### src/rtl/mem_seq_engine.sv
module mem_seq_engine #(
  parameter int NB = 8,
  parameter int DEPTH = 64,
  parameter int TW = 4
) (
  input  logic                    clk,
  input  logic                    rst_n,
  input  logic                    req_valid,
  input  logic [$clog2(NB)-1:0]   req_bank,
  input  logic [$clog2(DEPTH)-1:0] req_start,
  input  logic                    tbl_we,
  input  logic                    tbl_mach,
  input  logic [$clog2(DEPTH)-1:0] tbl_addr,
  input  logic [31:0]             tbl_data,
  input  logic [2*NB-1:0]         bank_msel,
  input  logic [TW*NB-1:0]        bank_period,
  output logic [NB-1:0]           cs_n,
  output logic                    ack_n,
  output logic                    done,
  output logic                    err
);
  localparam int BW = $clog2(NB);
  localparam int IW = $clog2(DEPTH);
  localparam int CS_BIT = 31;
  localparam int ACK_BIT = 2;
  localparam int TMR_BIT = 1;
  localparam int LAST_BIT = 0;
  localparam logic [IW-1:0] IDX_MAX = IW'(DEPTH - 1);

  typedef enum logic [1:0] {S_IDLE, S_WAIT, S_RUN} state_t;

  state_t          state;
  logic [BW-1:0]   cur_bank;
  logic            cur_mach;
  logic [IW-1:0]   idx;
  logic [31:0]     table_q [2*DEPTH];
  logic [TW-1:0]   tmr [NB];

  wire [31:0] word = table_q[{cur_mach, idx}];
  wire        arm  = (state == S_RUN) && !word[ACK_BIT] && word[TMR_BIT];
  wire [1:0]  req_sel = bank_msel[2*req_bank +: 2];
  logic unused_word_bits;
  assign unused_word_bits = ^word[30:3];

  always_ff @(posedge clk)
    if (tbl_we) table_q[{tbl_mach, tbl_addr}] <= tbl_data;

  always_ff @(posedge clk or negedge rst_n)
    if (!rst_n) begin
      for (int b = 0; b < NB; b++) tmr[b] <= '0;
    end else begin
      for (int b = 0; b < NB; b++)
        if (arm && cur_bank == BW'(b)) tmr[b] <= bank_period[TW*b +: TW];
        else if (tmr[b] != '0)         tmr[b] <= tmr[b] - {{(TW-1){1'b0}}, 1'b1};
    end

  always_ff @(posedge clk or negedge rst_n)
    if (!rst_n) begin
      state <= S_IDLE;
      cur_bank <= '0;
      cur_mach <= 1'b0;
      idx <= '0;
      cs_n <= '1;
      ack_n <= 1'b1;
      done <= 1'b0;
      err <= 1'b0;
    end else begin
      cs_n <= '1;
      ack_n <= 1'b1;
      done <= 1'b0;
      err <= 1'b0;
      case (state)
        S_IDLE:
          if (req_valid && req_sel[1]) begin
            cur_bank <= req_bank;
            cur_mach <= req_sel[0];
            idx <= req_start;
            state <= (tmr[req_bank] != '0) ? S_WAIT : S_RUN;
          end
        S_WAIT:
          if (tmr[cur_bank] == '0) state <= S_RUN;
        S_RUN: begin
          cs_n[cur_bank] <= word[CS_BIT];
          ack_n <= word[ACK_BIT];
          idx <= idx + {{(IW-1){1'b0}}, 1'b1};
          if (word[LAST_BIT]) begin
            done <= 1'b1;
            state <= S_IDLE;
          end else if (idx == IDX_MAX) begin
            err <= 1'b1;
            state <= S_IDLE;
          end
        end
        default: state <= S_IDLE;
      endcase
    end

  assert_single_cs_R3: assert property (@(posedge clk) disable iff (!rst_n)
    $onehot0(~cs_n));
  assert_done_not_err_R6: assert property (@(posedge clk) disable iff (!rst_n)
    done |-> !err);
  assert_ignore_fixed_R2: assert property (@(posedge clk) disable iff (!rst_n)
    (state == S_IDLE && req_valid && !req_sel[1]) |=> (state == S_IDLE));
  assert_lockout_hold_R8: assert property (@(posedge clk) disable iff (!rst_n)
    (state == S_WAIT && tmr[cur_bank] != '0) |=> (state == S_WAIT));
  assert_quiet_idle_R4: assert property (@(posedge clk) disable iff (!rst_n)
    (state != S_RUN) |=> (cs_n == '1 && ack_n && !done && !err));
endmodule

### config.mk
export PLATFORM = sky130hd
export DESIGN_NAME = mem_seq_engine
export DESIGN_NICKNAME = d
export VERILOG_FILES = /design/src/rtl/mem_seq_engine.sv
export SDC_FILE = /design/constraint.sdc
export NUM_CORES = 1
export LEC_CHECK = 0
export ABC_AREA = 1
export ABC_CLOCK_PERIOD_IN_PS = 3400
export CAP_MARGIN = 40
export CORE_ASPECT_RATIO = 0.7
export CORE_MARGIN = 4
export CORE_UTILIZATION = 35
export DETAILED_ROUTE_END_ITERATION = 8
export GPL_TIMING_DRIVEN = 1
export RECOVER_POWER = 25
export SYNTH_ARGS = -nofsm -noshare
export SYNTH_HDL_FRONTEND = slang
export SYNTH_SLANG_ARGS = --single-unit
### constraint.sdc
create_clock -name clk -period 3.4 [get_ports clk]
set_clock_uncertainty 0.05 [all_clocks]
set_input_delay 0.68 -clock clk [delete_from_list [all_inputs] [get_ports clk]]
set_output_delay 0.68 -clock clk [all_outputs]
set_load 0.02 [all_outputs]
==> results.json <==
{
  "status": "complete, but fails checks",
  "violations": "max-capacitance violations, max-slew violations",
  "grt_pass1_wl_um": 102600,
  "worst-setup-path-type": "reg -> reg",
  "clk_latency_ns": 0.62,
  "seq_area_frac_synth_pct": 67.13,
  "power_leakage_nw": 10.51,
  "setup_viol": 0,
  "tritoncts": "yes",
  "drc": 0,
  "gr-usage-all-layers_pct": 17.51,
  "cts_setup_buffers": 0,
  "gr-total-overflow": 0,
  "root_buffer": "clkbuf_16",
  "fillers": 6661,
  "syn-num-nets": 2482,
  "netlist_area_um2": 24970,
  "pwr_density_cell_nw_per_um2": 786.1,
  "layout-drive-gt1-share_pct": 7.186,
  "cts.path.max_buffers": 3,
  "max_stage_delay_ns": 0.48,
  "dp_cells": 3344,
  "holdWs_ns": 0.3951,
  "gp_congestion": 0.8781,
  "fin_tns_setup_ns": 0,
  "area_delta_synth_final_pct": 14.92,
  "min_path_type": "in -> async",
  "num_rows": 81,
  "multi_input_area_um2": 6869,
  "crit_start": "idx[1]$_DFFE_PN0P_",
  "yosysWarnings": 0,
  "async_flop_share_pct": 9.700,
  "dieArea_um2": 75750,
  "dp_hpwl_um": 42830,
  "clk_pin_slew_ns": 0.07,
  "diodes": 0,
  "dpl_worst_slack_ns": 0.3352,
  "pin_count": 111,
  "synthTopCellsByArea": "edfxtp_1 (62%), nand2_1 (7.6%), nor2_1 (5.4%)",
  "cap_violations": 4,
  "ff_latch_area_um2": 16770,
  "grt_max_degree": 78,
  "slew_viol_final": 217,
  "synthCells": 2365,
  "slew_headroom_pct": -96.87,
  "synth_edf_count": 512,
  "avgSynthCellArea_um2": 10.56,
  "rsz0062_at_grt": "false",
  "die_w_um": 327.3,
  "min_period_ns": 3.117,
  "worstSetupEndpointType": "flop",
  "hold_viol": 0,
  "clock-sinks": 567,
  "crit_fanout": 29,
  "path_cells": "clkinv_2 -> buf_4 -> nand3_1 -> nand2_1 -> nand2_1 -> nand2_1 -> inv_1 -> nand2_1 -> nand2_1 -> nand2_1 -> inv_1 -> nand2_1 -> nand2_1 -> nand2_1 -> inv_2 -> nand3_2 -> o21ai_1 -> inv_1",
  "nNetsFinal": 2563,
  "viasPerCell": 5.141,
  "cts.repair.resized": 0,
  "wirelength_um": 67650,
  "ctsHoldBuffers": 0,
  "startpoint_type": "flop",
  "fmax_mhz": 320.8,
  "initial_core_util_pct": 35.55,
  "period_share_pct": 91.67,
  "fin_cells": 3445,
  "reg2reg_from": "idx[1]$_DFFE_PN0P_",
  "cpMostUsedCell": "nand2_1",
  "grt_pass1_vias": 17016,
  "total_power_mw": 22.56,
  "slowest_stage": "dfrtp_4",
  "timing.critical_path.buf_inv": 6,
  "setup_slack_ns": 0.2831,
  "synth_top_area_share_pct": 61.57,
  "ir_worst_vdd_uv": 571.4,
  "cts_inserted_buffers": 54,
  "required_ns": 3.84,
  "wl_per_cell_um": 19.64,
  "worstMarginPinSlew_ns": 2.953,
  "drt_iter0_markers": 1834,
  "fp.dieH_um": 231.5,
  "antenna_found_initial": 0,
  "crit_family": "buffers and inverters",
  "synth_area_leader_cell": "edfxtp_1",
  "fp.coreArea_um2": 70230,
  "ys.flop_type": "edfxtp_1",
  "vias": 17710,
  "dr.pass1.iters": 5,
  "cts_max_level": 2,
  "yosysUniqueCellTypes": 39,
  "synth_seq_cells": 567,
  "port_buffers": 82,
  "ant_nets": 0,
  "critPathArrivalTime_ns": 3.55
}
-- stage by stage --
stage	util [%]	cell area [µm²]
detailed placement	38.41	26970
global placement	38.41	26970
global route	40.86	28700
finish	40.86	28700
CTS	40.91	28730
floorplan	-	24970
-- per-layer routing --
layer	vias up	share of wire (%)	global-route usage, %
met1	8624	47	27.19
met2	744	41	24.72
met3	68	10	4.583
met4	0	1.4	3.063
met5	-	0	0
li1	8274	-	-
-- power breakdown --
group	leakage [nW]	internal, mW	switching, mW
registers	5.25	7.94	0.265
logic	4.41	2.59	5.75
clock network	0.853	3.34	2.66
-- worst register-to-register path, cell delays in order, from the launching register on --
cell and delay [ns]:
dfrtp_4 0.48, clkinv_2 0.35, buf_4 0.42, nand3_1 0.14, nand2_1 0.06, nand2_1 0.05
nand2_1 0.08, inv_1 0.06, nand2_1 0.12, nand2_1 0.09, nand2_1 0.05, inv_1 0.08
nand2_1 0.06, nand2_1 0.05, nand2_1 0.11, inv_2 0.30, nand3_2 0.22, o21ai_1 0.18
inv_1 0.05
-- synth_stat cells (2+ instances only) --
library cell	instances
a21oi_1	33
a31oi_1	7
and3_1	2
buf_1	4
buf_2	35
buf_4	17
buf_6	12
clkbuf_1	53
clkinv_1	2
dfrtp_1	46
dfstp_2	9
edfxtp_1	512
ha_1	17
inv_1	172
inv_2	3
nand2_1	508
nand3_1	220
nand3_2	8
nand4_1	9
nor2_1	360
nor2_2	2
nor3_1	10
nor4_1	2
o211ai_1	23
o21ai_0	197
o21ai_1	17
o221ai_1	14
o22ai_1	39
or2_2	3
xnor2_1	4
xor2_1	17
-- registers in the layout, indices dropped and copies added, names as in the netlist --
signal and flops:
table_q 512, state 2, cur_mach 1, tmr 32
ack_n 1, cs_n 8, done 1, err 1
cur_bank 3, idx 6
-- path summary, 6_finish.rpt --
path / to / slack [ns] / cells past startpoint
worst max-delay path: tmr[11]$_DFFE_PN0P_ / 0.28 / 18
worst min-delay path: tmr[19]$_DFFE_PN0P_ / 0.40 / 1
worst max register to register: tmr[11]$_DFFE_PN0P_ / 0.28 / 18
worst min register to register: tmr[29]$_DFFE_PN0P_ / 0.48 / 2
max in group asynchronous: cs_n[4]$_DFF_PN1_ / 1.66 / 2
min in group clk: tmr[29]$_DFFE_PN0P_ / 0.48 / 2
-- cell usage in the layout, fill, tap and decap left out, types with 3 or more instances in the layout --
| cell | count |
|---|---|
| o221ai_1 | 14 |
| nand2_1 | 508 |
| ha_1 | 17 |
| clkinv_1 | 15 |
| clkinvlp_4 | 4 |
| nor2_2 | 3 |
| o21ai_0 | 197 |
| clkinv_2 | 13 |
| nand3_1 | 220 |
| a21oi_1 | 33 |
| o21ai_1 | 17 |
| clkdlybuf4s50_1 | 77 |
| buf_4 | 53 |
| o22ai_1 | 39 |
| nor2_1 | 359 |
| o211ai_1 | 23 |
| clkbuf_16 | 54 |
| nand4_1 | 9 |
| nand3_2 | 8 |
| nor3_1 | 10 |
| a31oi_1 | 7 |
| inv_1 | 172 |
| dfrtp_1 | 44 |
| edfxtp_1 | 512 |
| or2_2 | 3 |
| xor2_1 | 17 |
| xnor2_1 | 4 |
| buf_12 | 12 |
| dfstp_2 | 9 |
| bufinv_16 | 5 |
| clkbuf_1 | 11 |
-- cell families (layout without fill, tap and decap cells) --
family                   count (synthesis)  count (layout)  share of synthesized area (%)
AND/OR/NAND/NOR                       1127            1127                          18.55
flip-flops                             567             567                          67.13
AO/OA/AOI/OAI                          331             331                          7.320
buffers and inverters                  301             427                          5.376
XOR/XNOR                                21              21                         0.7365
adder cells (fa/ha/maj)                 17              17                         0.8518
multiplexers                             1               1                        0.04009
-- cell type report --
cell class	count	area share [%]
Tap cell	954	4.159
Clock buffer	62	4.848
Multi-Input combinational cell	1497	23.94
Sequential cell	567	58.44
Inverter	178	2.350
Timing Repair Buffer	148	4.997
Clock inverter	39	1.273
No activity file was read; power rests on OpenSTA's default activity.
